$ cat src/rtl/tdm_pkg.sv
package tdm_pkg;
    typedef enum logic [1:0] {
        ST_IDLE,
        ST_OFFS,
        ST_SEND,
        ST_FILL
    } tx_state_t;
endpackage

$ cat src/rtl/tdm_slot_order.sv
module tdm_slot_order #(
    parameter int NCH  = 4,
    parameter int WORD = 32,
    localparam int CNTW = $clog2(NCH + 1)
) (
    input  logic [NCH-1:0]      mask,
    input  logic [NCH*WORD-1:0] words,
    output logic [NCH*WORD-1:0] packed_words,
    output logic [CNTW-1:0]     active
);
    always_comb begin
        packed_words = '0;
        active       = '0;
        for (int c = 0; c < NCH; c++) begin
            if (mask[c]) begin
                packed_words[int'(active)*WORD +: WORD] = words[c*WORD +: WORD];
                active = active + CNTW'(1);
            end
        end
    end
endmodule

$ cat src/rtl/tdm_frame_start.sv
module tdm_frame_start #(
    parameter int FLW = 10
) (
    input  logic           clk,
    input  logic           rst_n,
    input  logic           master,
    input  logic           fs_in,
    input  logic [FLW-1:0] frm_len,
    output logic           fstart,
    output logic           fs_out
);
    logic           fs_q;
    logic [FLW-1:0] mcnt;

    always_ff @(posedge clk or negedge rst_n) begin
        if (!rst_n) begin
            fs_q <= 1'b0;
            mcnt <= '0;
        end else begin
            fs_q <= fs_in;
            if (!master || (32'(mcnt) + 32'd1 >= 32'(frm_len)))
                mcnt <= '0;
            else
                mcnt <= mcnt + FLW'(1);
        end
    end

    always_comb begin
        fs_out = rst_n && master && (mcnt == '0);
        fstart = master ? fs_out : (fs_in && !fs_q);
    end

    // generated sync lasts a single bit period
    a_r9_single_sync: assert property (@(posedge clk) disable iff (!rst_n)
        master && fs_out && (frm_len > FLW'(1)) && $stable(frm_len)
        |=> !fs_out || !master);

    // a level held high never produces a second start in slave mode
    a_r1_no_restart: assert property (@(posedge clk) disable iff (!rst_n)
        !master && fs_in |=> !(fstart && !master && $past(!master)));
endmodule

$ cat src/rtl/tdm_tx.sv
module tdm_tx
    import tdm_pkg::*;
#(
    parameter int NCH  = 4,
    parameter int WORD = 32,
    parameter int FLW  = 10,
    parameter int OFSW = 5
) (
    input  logic                clk,
    input  logic                rst_n,
    input  logic                master,
    input  logic                fs_in,
    input  logic [FLW-1:0]      frm_len,
    input  logic [NCH-1:0]      ch_mask,
    input  logic [OFSW-1:0]     slot_ofs,
    input  logic [NCH*WORD-1:0] smp_data,
    input  logic                smp_valid,
    output logic                sdout,
    output logic                fs_out,
    output logic                smp_taken,
    output logic                cfg_err,
    output logic                early_err
);
    localparam int CNTW = $clog2(NCH + 1);
    localparam int BW   = $clog2(WORD);
    localparam int IDXW = $clog2(NCH * WORD);

    tx_state_t           state, state_n;
    logic [CNTW-1:0]     slot, slot_n;
    logic [BW-1:0]       bitn, bitn_n;
    logic [OFSW-1:0]     ocnt, ocnt_n;
    logic [CNTW-1:0]     nact_q, nact_live;
    logic [NCH*WORD-1:0] pend, shadow, ord_live;
    logic                fstart;

    tdm_frame_start #(.FLW(FLW)) u_fstart (
        .clk     (clk),
        .rst_n   (rst_n),
        .master  (master),
        .fs_in   (fs_in),
        .frm_len (frm_len),
        .fstart  (fstart),
        .fs_out  (fs_out)
    );

    tdm_slot_order #(.NCH(NCH), .WORD(WORD)) u_order (
        .mask         (ch_mask),
        .words        (pend),
        .packed_words (ord_live),
        .active       (nact_live)
    );

    // next-state logic
    always_comb begin
        state_n = state;
        slot_n  = slot;
        bitn_n  = bitn;
        ocnt_n  = ocnt;
        if (fstart) begin
            slot_n = '0;
            if (nact_live == '0) begin
                state_n = ST_FILL;
            end else if (slot_ofs == '0) begin
                state_n = ST_SEND;
                bitn_n  = BW'(WORD - 2);
            end else if (slot_ofs == OFSW'(1)) begin
                state_n = ST_SEND;
                bitn_n  = BW'(WORD - 1);
            end else begin
                state_n = ST_OFFS;
                ocnt_n  = slot_ofs - OFSW'(2);
            end
        end else begin
            unique case (state)
                ST_IDLE, ST_FILL: ;
                ST_OFFS: begin
                    if (ocnt == '0) begin
                        state_n = ST_SEND;
                        bitn_n  = BW'(WORD - 1);
                    end else begin
                        ocnt_n = ocnt - OFSW'(1);
                    end
                end
                ST_SEND: begin
                    if (bitn == '0) begin
                        if (slot == nact_q - CNTW'(1)) begin
                            state_n = ST_FILL;
                        end else begin
                            slot_n = slot + CNTW'(1);
                            bitn_n = BW'(WORD - 1);
                        end
                    end else begin
                        bitn_n = bitn - BW'(1);
                    end
                end
                default: state_n = ST_IDLE;
            endcase
        end
    end

    // state register and frame datapath
    always_ff @(posedge clk or negedge rst_n) begin
        if (!rst_n) begin
            state     <= ST_IDLE;
            slot      <= '0;
            bitn      <= '0;
            ocnt      <= '0;
            nact_q    <= '0;
            pend      <= '0;
            shadow    <= '0;
            smp_taken <= 1'b0;
            early_err <= 1'b0;
        end else begin
            state     <= state_n;
            slot      <= slot_n;
            bitn      <= bitn_n;
            ocnt      <= ocnt_n;
            smp_taken <= fstart;
            if (smp_valid) pend <= smp_data;
            if (fstart) begin
                shadow <= ord_live;
                nact_q <= nact_live;
                if (!master && (state == ST_OFFS || state == ST_SEND))
                    early_err <= 1'b1;
            end
        end
    end

    // outputs
    always_comb begin
        if (fstart)
            sdout = (slot_ofs == '0) && (nact_live != '0) && ord_live[WORD-1];
        else if (state == ST_SEND)
            sdout = shadow[IDXW'(slot) * IDXW'(WORD) + IDXW'(bitn)];
        else
            sdout = 1'b0;
        cfg_err = 32'(frm_len) < 32'(nact_live) * 32'(WORD);
    end

    // zeros while the offset is counted out
    a_r3_offs_quiet: assert property (@(posedge clk) disable iff (!rst_n)
        (state == ST_OFFS) && !fstart |-> !sdout);

    // zeros after the last slot
    a_r5_fill_quiet: assert property (@(posedge clk) disable iff (!rst_n)
        (state == ST_FILL) && !fstart |-> !sdout);

    // consumption strobe follows every frame start
    a_r6_taken: assert property (@(posedge clk) disable iff (!rst_n)
        fstart |=> smp_taken);

    // early sync flag is raised and then held
    a_r8_raise: assert property (@(posedge clk) disable iff (!rst_n)
        !master && fstart && (state == ST_SEND) |=> early_err);
    a_r8_sticky: assert property (@(posedge clk) disable iff (!rst_n)
        early_err |=> early_err);

    // sending never runs past the slots captured for the frame
    a_r4_slot_range: assert property (@(posedge clk) disable iff (!rst_n)
        (state == ST_SEND) |-> (slot < nact_q));
endmodule

$ cat config.mk
export PLATFORM = sky130hd
export DESIGN_NAME = tdm_tx
export DESIGN_NICKNAME = d
export VERILOG_FILES = /design/src/rtl/tdm_pkg.sv /design/src/rtl/tdm_slot_order.sv /design/src/rtl/tdm_frame_start.sv /design/src/rtl/tdm_tx.sv
export SDC_FILE = /design/constraint.sdc
export NUM_CORES = 1
export LEC_CHECK = 0
export BUFFER_PORTS_ARGS = -buffer_cell sky130_fd_sc_hd__buf_2
export CORE_MARGIN = 4
export CORE_UTILIZATION = 55
export CTS_CLUSTER_SIZE = 16
export DETAILED_ROUTE_END_ITERATION = 8
export PLACE_DENSITY = 0.87
export SLEW_MARGIN = 20
export SYNTH_ARGS = -nofsm -noshare
export SYNTH_HDL_FRONTEND = slang
export SYNTH_HIERARCHICAL = 1
export SYNTH_SLANG_ARGS = --single-unit
$ cat constraint.sdc
create_clock -name clk -period 3.3 [get_ports clk]
set_input_delay 0.165 -clock clk [delete_from_list [all_inputs] [get_ports clk]]
set_output_delay 0.165 -clock clk [all_outputs]
set_load 0.01 [all_outputs]
# Word level (Yosys, flattened, before mapping)
# Index checks and enable logic that the tools add are counted.
# W data, S select, Z words.
# op_classes
addsub	14
multipliers	0
div_mod_pow	0
magnitude_cmp	3
eq_ne	14
n_shift	6
muxes	43
bitwise_logic	0
n_reduce_logical	25
# op_table
op	n
$bwmux W128	3
$mux W128	3
$shift A32 B33 Y128 const A	3
$shiftx A32 B33 Y128	3
$neg A8 Y33	2
$mux W5	13
$neg A6 Y33	1
$ge A32 B10 Y1	1
$mux W32	1
$mux W3	7
$logic_not A5 Y1	3
$mux W2	7
$add A10 B1 Y11 const B	1
$add A10 B1 Y10 const B	1
$logic_not A10 Y1	1
$lt A10 B8 Y1	1
$mux W10	1
$ne A2 B2 Y1 const B	5
$pmux W5 S2	1
$reduce_and A5 Y1	2
$sub A5 B1 Y5 const B	2
$add A3 B1 Y3 const B	3
$ne A3 B3 Y1 const B	3
$lt A7 B8 Y1 const B	1
22 further kinds	36
# word_totals
register_bits	287
latchBits	0
ram_bits	0
rom_bits	0
input_bits	152
output_inout_bits	5
memories	0

# Logic depth before layout (Yosys ltp)
# Gate-level depths: netlist (run 1).
# logic_depth
ltp_word	11
ltp_mapped	16
depth_no_buf	13

# Modules after synthesis
# Netlist (run 1), hierarchy kept.
# by_module_without_submodules
module	n_inst	cells_each	area_each_um2
tdm_tx	1	759	11765.0
tdm_slot_order	1	549	3965.1
tdm_frame_start	1	100	868.3

# Worst setup path before layout (run 1)
# Ideal clock, no wire load.
# synth_path
path_kind	input-to-output
from	input port ch_mask[0]
to	output port sdout
arrival_ns	3.458
required_time_ns	3.135
path_slack_ns	-0.323
stages	16
path_cell_list	clkbuf_1 > clkbuf_1 > inv_1 > ha_1 > and2_1 > clkbuf_1 > or2_2 > ha_1 > ha_1 > nand4b_1 > or2_1 > buf_2 > a31oi_1 > nand3_1 > a21boi_0 > a32oi_1
# synth_between
elab_chain_len	11
# synth_lines
element	line_no	source
start, declared	tdm_tx.sv:14	input logic [NCH-1:0] ch_mask,
$mux W1	tdm_slot_order.sv:15	if (mask[c]) begin
$add A1 B1 Y2 or $neg A6 Y33 (tied branches)	tdm_slot_order.sv:17, tdm_slot_order.sv:16	
$mux W3, or another cell as far along	tdm_slot_order.sv:15	
$add A3 B1 Y3, or another cell as far along	tdm_slot_order.sv:17	active = active + CNTW'(1);
$mux W3, or another cell as far along	tdm_slot_order.sv:15	
$neg A8 Y33 or $bwmux W128 (tied branches)	tdm_slot_order.sv:16	packed_words[int'(active)*WORD +: WORD] = words[c*WORD +: WORD];
$shiftx A32 B33 Y128, or another cell as far along	tdm_slot_order.sv:16	
$bwmux W128	tdm_slot_order.sv:16	
$mux W128 *	tdm_slot_order.sv:15	
named net ord_live[31]	tdm_tx.sv:33	logic [NCH*WORD-1:0] pend, shadow, ord_live;
$logic_and A1 B1 Y1 *	tdm_tx.sv:132	sdout = (slot_ofs == '0) && (nact_live != '0) && ord_live[WORD-1];
$mux W1 *	tdm_tx.sv:131	if (fstart)
end, declared	tdm_tx.sv:18	output logic sdout,
# Mark *: on every way through the listed nets, which the timed path passes. The rest lies on a longest branch.

# Worst setup path in the final report (run 1)
# layout_path
from	register bitn[0]
to	output port sdout
# layout_between
elab_chain_len	5
# layout_lines
element	line_no	source
start, declared	tdm_tx.sv:30	logic [BW-1:0] bitn, bitn_n;
start signal, assigned	tdm_tx.sv:116	bitn <= bitn_n;
$add A7 B5 Y7	tdm_tx.sv:134	sdout = shadow[IDXW'(slot) * IDXW'(WORD) + IDXW'(bitn)];
$bmux W1 S7	tdm_tx.sv:134	
$mux W1 (not written as such)	tdm_tx.sv:134	
$mux W1	tdm_tx.sv:133	else if (state == ST_SEND)
$mux W1	tdm_tx.sv:131	
# No other way between the ends. The select of a mux whose other input is x is not followed.

==> results of run 1 <==
[report_power, final]
group / total (mW) / leakage [nW] / switching (mW) / internal [mW]
combinational: 2.68 / 5.14 / 1.28 / 1.39
sequential: 4.45 / 3.59 / 0.449 / 4.00
clock: 3.45 / 0.486 / 1.45 / 1.99
total: 10.6 / 9.21 / 3.19 / 7.39
[flip-flops by register name, indices dropped and copies added, names as in the netlist]
register,count
bitn,5
early_err,1
nact_q,3
ocnt,5
pend,128
shadow,128
slot,3
smp_taken,1
state,2
u_fstart/fs_q,1
u_fstart/mcnt,10
[Yosys cell counts (all sizes together) (32+ instances only)]
cell / n / area [um2]
clkbuf: 60 / 229
a21o: 33 / 248
a32o: 32 / 320
nand2: 84 / 315
mux2: 355 / 4000
a31oi: 36 / 413
nand3b: 35 / 279
buf: 51 / 300
dfrtp: 287 / 7180
nor3: 41 / 228
nand2b: 36 / 225
inv: 40 / 150
nor2: 80 / 303
[through the flow]
stage | std cells | utilization | power, mW | hold WS, ps | setup slack, ps
after floorplan | 1408 | - | 6.00 | -131 | -20.8
after global placement | 1889 | 0.599 | 6.72 | 300 | 209
after detailed placement | 1889 | 0.599 | 6.85 | 312 | 111
after CTS | 2074 | 0.677 | 10.4 | 15.9 | 3.42
after global routing | 2086 | 0.682 | 11.0 | 59.2 | -20.5
final | 2086 | 0.682 | 10.6 | 37.8 | 78.0
[critical path, stage by stage, from the launching register on]
cell and delay, ps:
dfrtp_4 470, buf_12 160, mux4_2 540, nor2b_1 190, a2111oi_0 550, o311a_1 250
a32oi_1 60, buf_4 160, buf_6 110
[logic make-up (layout without fill, tap and decap cells)]
kind of cell	after synthesis	after routing
AOI/OAI and AO/OA	169	169
xor gates and xnor gates	14	14
adders and majority gates	29	29
buffers and inverters	151	437
DFF	287	287
muxes	397	397
other	0	2
and+or+nand+nor	361	361
[layer usage]
| metal | track usage | up-vias | wire length (um) |
|---|---|---|---|
| li1 | - | 5633 | - |
| met1 | 0.364 | 6439 | 18000 |
| met2 | 0.465 | 785 | 22600 |
| met3 | 0.0557 | 210 | 4540 |
| met4 | 0.125 | 0 | 2490 |
| met5 | 0 | - | 0 |
[final cells by class]
| class | count | area [um2] |
|---|---|---|
| multi-input combinational | 970 | 8800 |
| tap | 390 | 488 |
| clock inverter | 14 | 155 |
| fill | 2001 | 9440 |
| timing repair buffer | 344 | 2660 |
| clock buffer | 39 | 826 |
| sequential | 287 | 7190 |
| inverter | 40 | 154 |
| antenna | 2 | 5.00 |
[cell usage in the layout (no fill, tap or decap), types with 9 or more instances in the layout]
master | netlist | final
a32o_1 | 32 | 32
nor3_1 | 39 | 39
a21o_1 | 33 | 33
nand3b_1 | 33 | 33
and2b_1 | 11 | 11
a21oi_1 | 12 | 12
buf_4 | 5 | 47
nor2b_1 | 26 | 26
clkbuf_16 | 0 | 31
nand2_1 | 84 | 83
a31oi_2 | 30 | 31
nor2_1 | 79 | 78
nand2b_1 | 36 | 35
mux2i_1 | 12 | 12
dlygate4sd3_1 | 0 | 132
buf_12 | 0 | 9
ha_1 | 28 | 26
mux2_2 | 352 | 352
nand3_1 | 18 | 17
mux4_2 | 23 | 23
inv_1 | 40 | 37
dfrtp_1 | 287 | 285
buf_2 | 30 | 153
[how the worst max path moves through the flow]
| stage | from | endpoint | slack, ps | cells past startpoint |
|---|---|---|---|---|
| after global placement | ch_mask[0] | sdout | 210 | 15 |
| after global routing | u_fstart/mcnt[0]$_DFF_PN0_ | sdout | -20 | 14 |
| final | bitn[0]$_DFFE_PN0P_ | sdout | 80 | 8 |
| after floorplan | ch_mask[0] | sdout | -20 | 16 |
| after detailed placement | ch_mask[0] | sdout | 110 | 15 |
| after CTS | bitn[0]$_DFFE_PN0P_ | sdout | 3 | 9 |
[what timing repair did]
item / in CTS / in global routing
endpoints found under the hold margin: 340 / 0
resized for setup: 4 / 14
endpoints found under the setup margin: 1 / 2
hold buffers: 132 / 0
gates cloned: 0 / 0
pin swaps: 0 / 4
setup buffers: 0 / 10
==> key figures, run 1 <==
Worst setup path
  – Kind of start point of the critical path: flip-flop
  – Crit-path max FO: 7
  – Worst reg2reg endpoint: shadow[45]$_DFFE_PN0P_
  – Kind of critical path: reg -> out
  – CP Capture Type: output pin
  – CP Data Required Time: 3130 ps
  – FF-to-FF setup slack: 300 ps
  – Reg2reg path depth: 10
  – Worst path arrival time: 3060 ps
  – R2r startpoint: u_fstart/mcnt[0]$_DFF_PN0_

Hold path
  – Worst Hold Path EP: ocnt[3]$_DFFE_PN0P_
  – Worst Hold Class: in -> reg
  – Hold depth: 4
  – HP Start: slot_ofs[3]

Timing
  – Slew headroom: 0.335
  – Clk_skew: approximately 16 ps
  – Final setup fails: 0
  – TNS Setup: 0 ps
  – Worst-margin pin slew: ~1000 ps
  – Fmax: 310 MHz
  – Fin crit period: 3220 ps
  – Final hold viol count: 0
  – Final slew viol count: 0
  – Period utilization: 0.976

Logic synthesis
  – Synth cell types: 82
  – #FFs+latches synth: 287
  – Avg Cell Area, Syn: 11.8 um2
  – Adder-cell share of the synthesized area: 0.0223
  – Synth Warn #: 6
  – Post-Synth XOR/XNOR Area: 0.00822
  – Largest family of logic cells by synthesized area: multiplexers
  – Number of synthesized flops with an enable pin: 0
  – Synth Area in Compound Gates: 0.0902
  – Synthesized Nets: about 1600
  – Async SR Flop Fraction: 1.00
  – Synth Flop Type: dfrtp_1
  – Synth Cell Area: 16600 um2
  – Mux share of post-synthesis cell area: 0.290
  – Register area share after synthesis: 0.433
  – Syn Inst Count: 1408
  – Simple-Gate Fraction of Synth Area: 0.115

Place
  – Port buffer count: 156
  – Dpl hpwl: slightly below 30000 um
  – Area after DPL: 17800 um2
  – Placer Congestion: 0.919

Pwr
  – Max rail drop VDD: 0.000446 V
  – Leakage: between 9 and 10 nW
  – PwrDens: 522 nW/um2

Clock tree
  – Clk buf depth: 3
  – TritonCTS Buffers: 31
  – Clock-pin slew on the worst setup and hold paths: 60 ps
  – Worst-skew pair later-pin latency: between 500 and 600 ps
  – CTS sink count: 287
  – Root Driver: clkbuf_16
  – CTS HTree Levels: 1
  – CTS tree: yes

Floorplanning
  – Die area: ~33000 um2
  – Die W: about 180 um
  – Die H: 182 um
  – Initial Util: 0.559
  – Core Rows: 63
  – Core Box Area: 29700 um2
  – IO Pins: 157

Routing
  – DRC viols: 0
  – Antenna-violating nets left: 0
  – Vias per Instance: 6.26
  – Number of DRC markers in iteration 0: 1590
  – Routed wire length: between 40000 and 50000 um
  – Routed wire per std cell: between 20 and 25 um
  – Total iterations of the first detailed-routing run: 7
  – DR vias: 13100

Global route
  – Initial antenna violation count: 2
  – First-pass GRT wire length: 75600 um
  – GRT overflow: 0
  – Gr usage total: 0.282
  – Largest net degree at the start of global routing: 166
  – Number of global-route vias before repair: 13600

Cells and area
  – Layout cells sized above 1: 0.411
  – Syn-to-layout area delta: 22.2%
  – Layout Nets: between 1500 and 2000
  – Fin area: 20300 um2

Outcome
  – Status: completed

Flow run
  – Max_cap viols: 0
(Power assumes the default switching activity.)
==> run 2: changes to the inputs <==
Settings changed: CORE_UTILIZATION 55 to 54, PLACE_DENSITY 0.87 to 0.86, SYNTH_HIERARCHICAL 1 to not set.
==> key figures, run 2 <==
Cells and area
  – Commonest non-fill, non-tap cell in the layout: dfrtp_1
  – Syn-to-layout area delta: 24.3%
  – Layout Nets: 1825 (-1.6%)
  – Top flop regs: pend: 128 flops, shadow: 128 flops, u_fstart.mcnt: 10 flops
  – Layout cells sized above 1: 0.254 (-0.157)
  – Final-layout fill cell count: 1810 (-9.5%)
  – # diodes: 0 (-2)
  – Fin util: 0.680 (-0.00245)
  – Commonest cells after routing, fill and taps aside: 285 x dfrtp_1, 154 x buf_2, 149 x nand2_1

Routing
  – Number of DRC markers in iteration 0: 2029 (+28%)
  – Total iterations of the first detailed-routing run: 8 (+1)
  – DRC viols: 0 (unchanged)
  – Antenna-violating nets left: 0 (unchanged)
  – Vias per Instance: 6.48 (+3.4%)
  – Routed wire length: 44900 um (-5.7%)
  – DR vias: 13000 (-0.47%)
  – Routed wire per std cell: 22.4 um (-2.1%)

Floorplanning
  – Initial Util: 0.547 (-0.0113)
  – Die W: 173 um (-4.9%)
  – Core Rows: 60 (-4.8%)
  – Die area: 29900 um2 (-9.6%)
  – Core Box Area: 26800 um2 (-9.8%)
  – IO Pins: 157 (unchanged)
  – Die H: 173 um (-4.9%)

Worst setup path
  – R2r startpoint: u_fstart.mcnt[2]$_DFF_PN0_
  – Crit path max-delay family: compound AO/OA/AOI/OAI gates
  – CP Data Required Time: 3130 ps (about the same)
  – Worst path arrival time: 3080 ps (+20 ps)
  – Kind of start point of the critical path: flip-flop
  – Crit-path cells: or4b_1, o31a_4, nor3_4, o2111ai_2, o211a_1, a22oi_2, buf_2
  – Reg2reg path depth: 11 (+1)
  – WP buf/inv: 1 (-2)
  – Kind of critical path: reg -> out
  – FF-to-FF setup slack: 500 ps (+200 ps)
  – Slowest stage cell, crit path: or4b_1
  – Worst reg2reg endpoint: u_fstart.mcnt[1]$_DFF_PN0_
  – CP Capture Type: output pin
  – Crit-path max FO: 5 (-2)
  – Slowest stage delay, CP: 610 ps (+60 ps)

Timing
  – Setup WS post-layout: 57.1 ps (-20.9 ps)
  – Fin crit period: 3240 ps (+20.9 ps)
  – Final slew viol count: 0 (unchanged)
  – Period utilization: 0.983 (+0.00634)
  – Clk_skew: 19.7 ps (+4.08 ps)
  – Slew headroom: 0.334 (-0.000397)
  – RSZ-0062 raised after global routing: no
  – Final hold viol count: 0 (unchanged)
  – Fmax: 308 MHz (-0.65%)
  – TNS Setup: 0 ps (unchanged)
  – Worst-margin pin slew: 999 ps (+0.596 ps)
  – Final setup fails: 0 (unchanged)

Logic synthesis
  – Avg Cell Area, Syn: 10.5 um2 (-11%)
  – Leading cell type by number of instances after synthesis: dfrtp_1
  – Synth Flop Type: dfrtp_1
  – Synth Cell Area: 14700 um2 (-12%)
  – Synth cell types: 73 (-11%)
  – #FFs+latches synth: 287 (unchanged)
  – Synthesized Nets: 1577 (-0.76%)
  – Register area share after synthesis: 0.490 (+0.0570)
  – Async SR Flop Fraction: 1.00 (unchanged)
  – Top post-synthesis cells by count: 287 x dfrtp_1, 150 x nand2_1, 129 x mux2_2, 121 x nor2_1, 105 x o21ai_0
  – Synth Warn #: 0 (-6)
  – Number of synthesized flops with an enable pin: 0 (unchanged)
  – Biggest area consumer among synthesized cells: dfrtp_1
  – Post-synth top area share: 0.490 (+0.0570)
  – Ranking of synthesized cells by area: dfrtp_1 49%, mux2_2 9.9%, nand2_1 3.8%
  – Syn Inst Count: 1396 (-0.85%)

Hold path
  – Worst Hold Path EP: nact_q[0]$_DFFE_PN0P_
  – HP Start: ch_mask[3]
  – Hold depth: 3 (-1)
  – Worst Hold Class: in -> reg

Clock tree
  – CTS HTree Levels: 1 (unchanged)
  – CTS sink count: 287 (unchanged)
  – TritonCTS Buffers: 30 (-3.2%)
  – CTS tree: yes
  – Postcts setup bufs: 0 (unchanged)
  – Root Driver: clkbuf_16
  – Worst-skew pair later-pin latency: 560 ps (about the same)
  – Clock-pin slew on the worst setup and hold paths: 70 ps (about the same)
  – Clk buf depth: 3 (unchanged)

Global route
  – Gr usage total: 0.293 (+0.0108)
  – GRT overflow: 0 (unchanged)
  – First-pass GRT wire length: 72100 um (-4.6%)
  – Number of global-route vias before repair: 13200 (-3.2%)
  – Largest net degree at the start of global routing: 80 (-52%)
  – Initial antenna violation count: 1 (-1)

Outcome
  – Status: completed

Pwr
  – Leakage: 8.27 nW (-10%)
  – Max rail drop VDD: 0.000427 V (-4.3%)
  – PwrDens: 604 nW/um2 (+16%)

Flow run
  – Max_cap viols: 0 (unchanged)

Place
  – Placer Congestion: 0.940 (+2.2%)
  – Port buffer count: 156 (unchanged)
  – Pre-CTS setup slack: 208 ps (+97.1 ps)
  – Dpl hpwl: 26200 um (-12%)
-- run 2: changes by cell type in the layout (fill, tap and decap cells not counted), sizes merged, moves of 32 or more --
| cell | change |
|---|---|
| nand2 | +66 |
| a22oi | +62 |
| nand3 | +32 |
| nor2 | +42 |
| mux2 | -225 |
| nor3 | -35 |
| a221oi | +32 |
| o21ai | +100 |
| a21oi | +38 |
-- run 2: worst max path at each step --
stage / from / to / slack [ps] / cells past startpoint
after detailed placement: ch_mask[0] / cfg_err / 210 / 13
after CTS: u_fstart.mcnt[0]$_DFF_PN0_ / sdout / 20 / 10
after floorplan: ch_mask[0] / shadow[64]$_DFFE_PN0P_ / 210 / 15
after global placement: ch_mask[0] / cfg_err / 200 / 13
after global routing: u_fstart.mcnt[5]$_DFF_PN0_ / sdout / 0.6 / 7
final: u_fstart.mcnt[5]$_DFF_PN0_ / sdout / 60 / 7
-- run 2: power by group --
| part | switching, mW | leakage (nW) | total [mW] | internal, mW |
|---|---|---|---|---|
| Combinational | 1.46 | 4.22 | 2.77 | 1.32 |
| Sequential | 0.569 | 3.53 | 4.63 | 4.06 |
| Clock | 1.45 | 0.515 | 3.60 | 2.15 |
-- run 2: metal layers --
layer  track usage  share of wire  up-vias
met1         0.379           0.37     6332
li1              -              -     5556
met4         0.113          0.048        2
met2         0.494           0.48      920
met3        0.0577          0.098      196
met5             0        0.00029        -
-- run 2: final cells by class --
cell class	instances	area [um2]	area share
flip-flops and latches	287	7190	0.394
well taps	341	427	0.0234
inverters	32	123	0.00673
multi-input cells	969	6950	0.381
clock inverters	10	134	0.00735
repair buffers	324	2480	0.136
clock buffers	45	918	0.0504
-- run 2: what timing repair did --
item,in CTS,in global routing
hold endpoints to repair,344,0
gates resized for setup,1,7
cloned,1,1
hold buffers,131,0
setup endpoints to repair,1,2
-- run 2: logic make-up (layout without fill, tap and decap cells) --
group | Yosys count | count (layout) | share of synthesized area
buf+inv | 140 | 411 | 0.0397
mux | 172 | 172 | 0.149
xor+xnor | 17 | 17 | 0.0112
compound gates | 340 | 340 | 0.155
flops | 287 | 287 | 0.490
fa+ha+maj | 29 | 29 | 0.0253
simple gates | 411 | 411 | 0.130
-- run 2: worst min-delay path, delay by kind of cell --
kind / cells / cell delay, ps
AOI/OAI and AO/OA: 1 / 70
xor gates and xnor gates: 1 / 160
buffers and inverters: 1 / 140
-- run 2: stage by stage --
step	total power [mW]	instances	hold WS [ps]	instance area, um2
after floorplan	6.23	1396	-131	14700
after global placement	7.01	1820	289	15800
after detailed placement	7.12	1820	290	15800
after CTS	10.8	2007	6.50	18200
after global routing	11.4	2008	20.8	18200
final	11.0	2008	27.1	18200
==> run 3: changes to the inputs <==
Settings changed: CORE_UTILIZATION 54 to 50, GPL_TIMING_DRIVEN set to 0, PLACE_DENSITY 0.86 to 0.81.
==> key figures, run 3 (synthesis gave the netlist of run 2 again) <==
Cells and area
  – Commonest non-fill, non-tap cell in the layout: dfrtp_1
  – Top flop regs: pend: 128 flops, shadow: 128 flops, u_fstart.mcnt: 10 flops
  – Syn-to-layout area delta: 26.9%
  – Multi-input logic area: 6940 um2 (-0.13%)
  – Final-layout fill cell count: 2192 (+21%)
  – Commonest cells after routing, fill and taps aside: 285 x dfrtp_1, 166 x buf_2, 150 x nand2_1
  – Layout cells sized above 1: 0.244 (-0.0108)
  – Storage element area: 7180 um2 (about the same)
  – Layout Nets: 1909 (+4.6%)

Global route
  – Initial antenna violation count: 4 (+3)
  – Gr usage total: 0.303 (+0.00936)
  – Largest net degree at the start of global routing: 102 (+28%)
  – Number of global-route vias before repair: 13800 (+4.8%)
  – First-pass GRT wire length: 75400 um (+4.5%)
  – GRT overflow: 0 (unchanged)

Routing
  – Routed wire per std cell: 22.7 um (+1.6%)
  – Number of DRC markers in iteration 0: 1708 (-16%)
  – Total iterations of the first detailed-routing run: 9 (+1)
  – Antenna-violating nets left: 0 (unchanged)
  – DR vias: 13400 (+2.8%)
  – Vias per Instance: 6.26 (-3.4%)
  – DRC viols: 0 (unchanged)
  – Routed wire length: 48600 um (+8.2%)

Floorplanning
  – Die W: 179 um (+3.7%)
  – IO Pins: 157 (unchanged)
  – Die H: 179 um (+3.7%)
  – Core Rows: 62 (+3.3%)
  – Core Box Area: 28900 um2 (+7.7%)
  – Initial Util: 0.508 (-0.0390)
  – Die area: 32100 um2 (+7.6%)

Timing
  – Fmax: 310 MHz (+0.51%)
  – RSZ-0062 raised after global routing: no
  – Worst-margin pin slew: 941 ps (-57.6 ps)
  – Slew headroom: 0.367 (+0.0326)
  – Fin crit period: 3230 ps (-16.6 ps)
  – Final hold viol count: 0 (unchanged)
  – Final setup fails: 0 (unchanged)
  – Worst hold slack: 75.0 ps (+47.9 ps)
  – Final slew viol count: 0 (unchanged)
  – TNS Setup: 0 ps (unchanged)
  – Clk_skew: 12.2 ps (-7.52 ps)
  – Period utilization: 0.978 (-0.00502)

Worst setup path
  – Worst path arrival time: 3060 ps (-20 ps)
  – Crit-path max FO: 19 (+14)
  – CP Data Required Time: 3130 ps (about the same)
  – Kind of start point of the critical path: flip-flop
  – FF-to-FF setup slack: 370 ps (-130 ps)
  – Kind of critical path: reg -> out
  – CP Capture Type: output pin

Clock tree
  – CTS HTree Levels: 1 (unchanged)
  – Worst-skew pair later-pin latency: 560 ps (about the same)
  – Clk buf depth: 3 (unchanged)
  – TritonCTS Buffers: 31 (+3.3%)
  – Clock-pin slew on the worst setup and hold paths: 70 ps (about the same)
  – CTS sink count: 287 (unchanged)
  – Root Driver: clkbuf_16
  – CTS tree: yes

Place
  – Placer Congestion: 1.00 (+6.3%)
  – Port buffer count: 155 (-0.64%)
  – Dpl hpwl: 32300 um (+23%)

Pwr
  – Max rail drop VDD: 0.000406 V (-4.8%)
  – Leakage: 8.38 nW (+1.3%)
  – PwrDens: 598 nW/um2 (-0.97%)

Outcome
  – Status: completed

Flow run
  – Max_cap viols: 0 (unchanged)

Hold path
  – Worst Hold Class: in -> reg
-- run 3: cell types whose count changed in the layout (fill, tap and decap cells not counted), moves of 3 or more --
cell,change
buf_1,+5
buf_2,+12
buf_4,-20
buf_6,+4
clkbuf_1,+73
clkbuf_4,+4
clkbuf_8,-5
clkinv_4,+3
diode_2,+4
-- run 3: cell type report --
cell class | instances | share of cell area
inverters | 32 | 0.00659
well taps | 384 | 0.0258
diodes | 4 | 0.000538
clock inverters | 16 | 0.0119
multi-input cells | 969 | 0.373
flip-flops and latches | 287 | 0.386
plain buffers | 104 | 0.0246
clock buffers | 38 | 0.0452
repair buffers | 303 | 0.126
-- run 3: per-layer routing --
metal / vias to the layer above / track usage / share of wire
li1: 5738 / - / -
met1: 6510 / 0.381 / 0.37
met2: 904 / 0.501 / 0.48
met3: 220 / 0.0561 / 0.099
met4: 0 / 0.155 / 0.056
met5: - / 0 / 0
-- run 3: power breakdown --
group | total [mW] | internal [mW] | switching, mW
Clock | 3.66 | 2.19 | 1.47
Combinational | 2.92 | 1.30 | 1.62
Sequential | 4.55 | 4.06 | 0.490
Total | 11.1 | 7.55 | 3.58
-- run 3: through the flow --
step	instances	setup slack, ps	total power, mW	util	instance area, um2
6_report	2137	73.6	11.1	0.645	18600
3_5_place_dp	1937	-1250	7.24	0.554	16000
3_3_place_gp	1935	-4150	7.14	0.552	15900
4_1_cts	2123	2.21	11.0	0.640	18500
2_1_floorplan	1396	213	6.23	-	14700
5_1_grt	2137	5.11	11.6	0.645	18600
-- run 3: final timing paths --
check	start	to	depth (start not counted)
min in group asynchronous	rst_n	shadow[89]$_DFFE_PN0P_	3
worst min-delay path	ch_mask[3]	nact_q[0]$_DFFE_PN0P_	3
worst max register to register	bitn[0]$_DFFE_PN0P_	bitn[2]$_DFFE_PN0P_	9
max in group asynchronous	rst_n	bitn[1]$_DFFE_PN0P_	4
worst min register to register	shadow[124]$_DFFE_PN0P_	shadow[124]$_DFFE_PN0P_	2
worst max-delay path	bitn[0]$_DFFE_PN0P_	sdout	9
-- run 3: critical path: stages, from the launching register on --
cell and delay [ps]:
dfrtp_1 350, buf_4 380, clkbuf_4 370, mux2i_1 300, o22ai_1 130, a311oi_1 230
o21ai_0 210, a32oi_1 240, a22oi_2 100, buf_2 160
-- run 3: timing repair --
item,CTS,global route
hold buffers,133,0
gates resized for setup,14,13
setup endpoints to repair,91,33
cloned,1,2
endpoints found under the hold margin,233,0
pin swaps,1,5
setup buffers,1,9
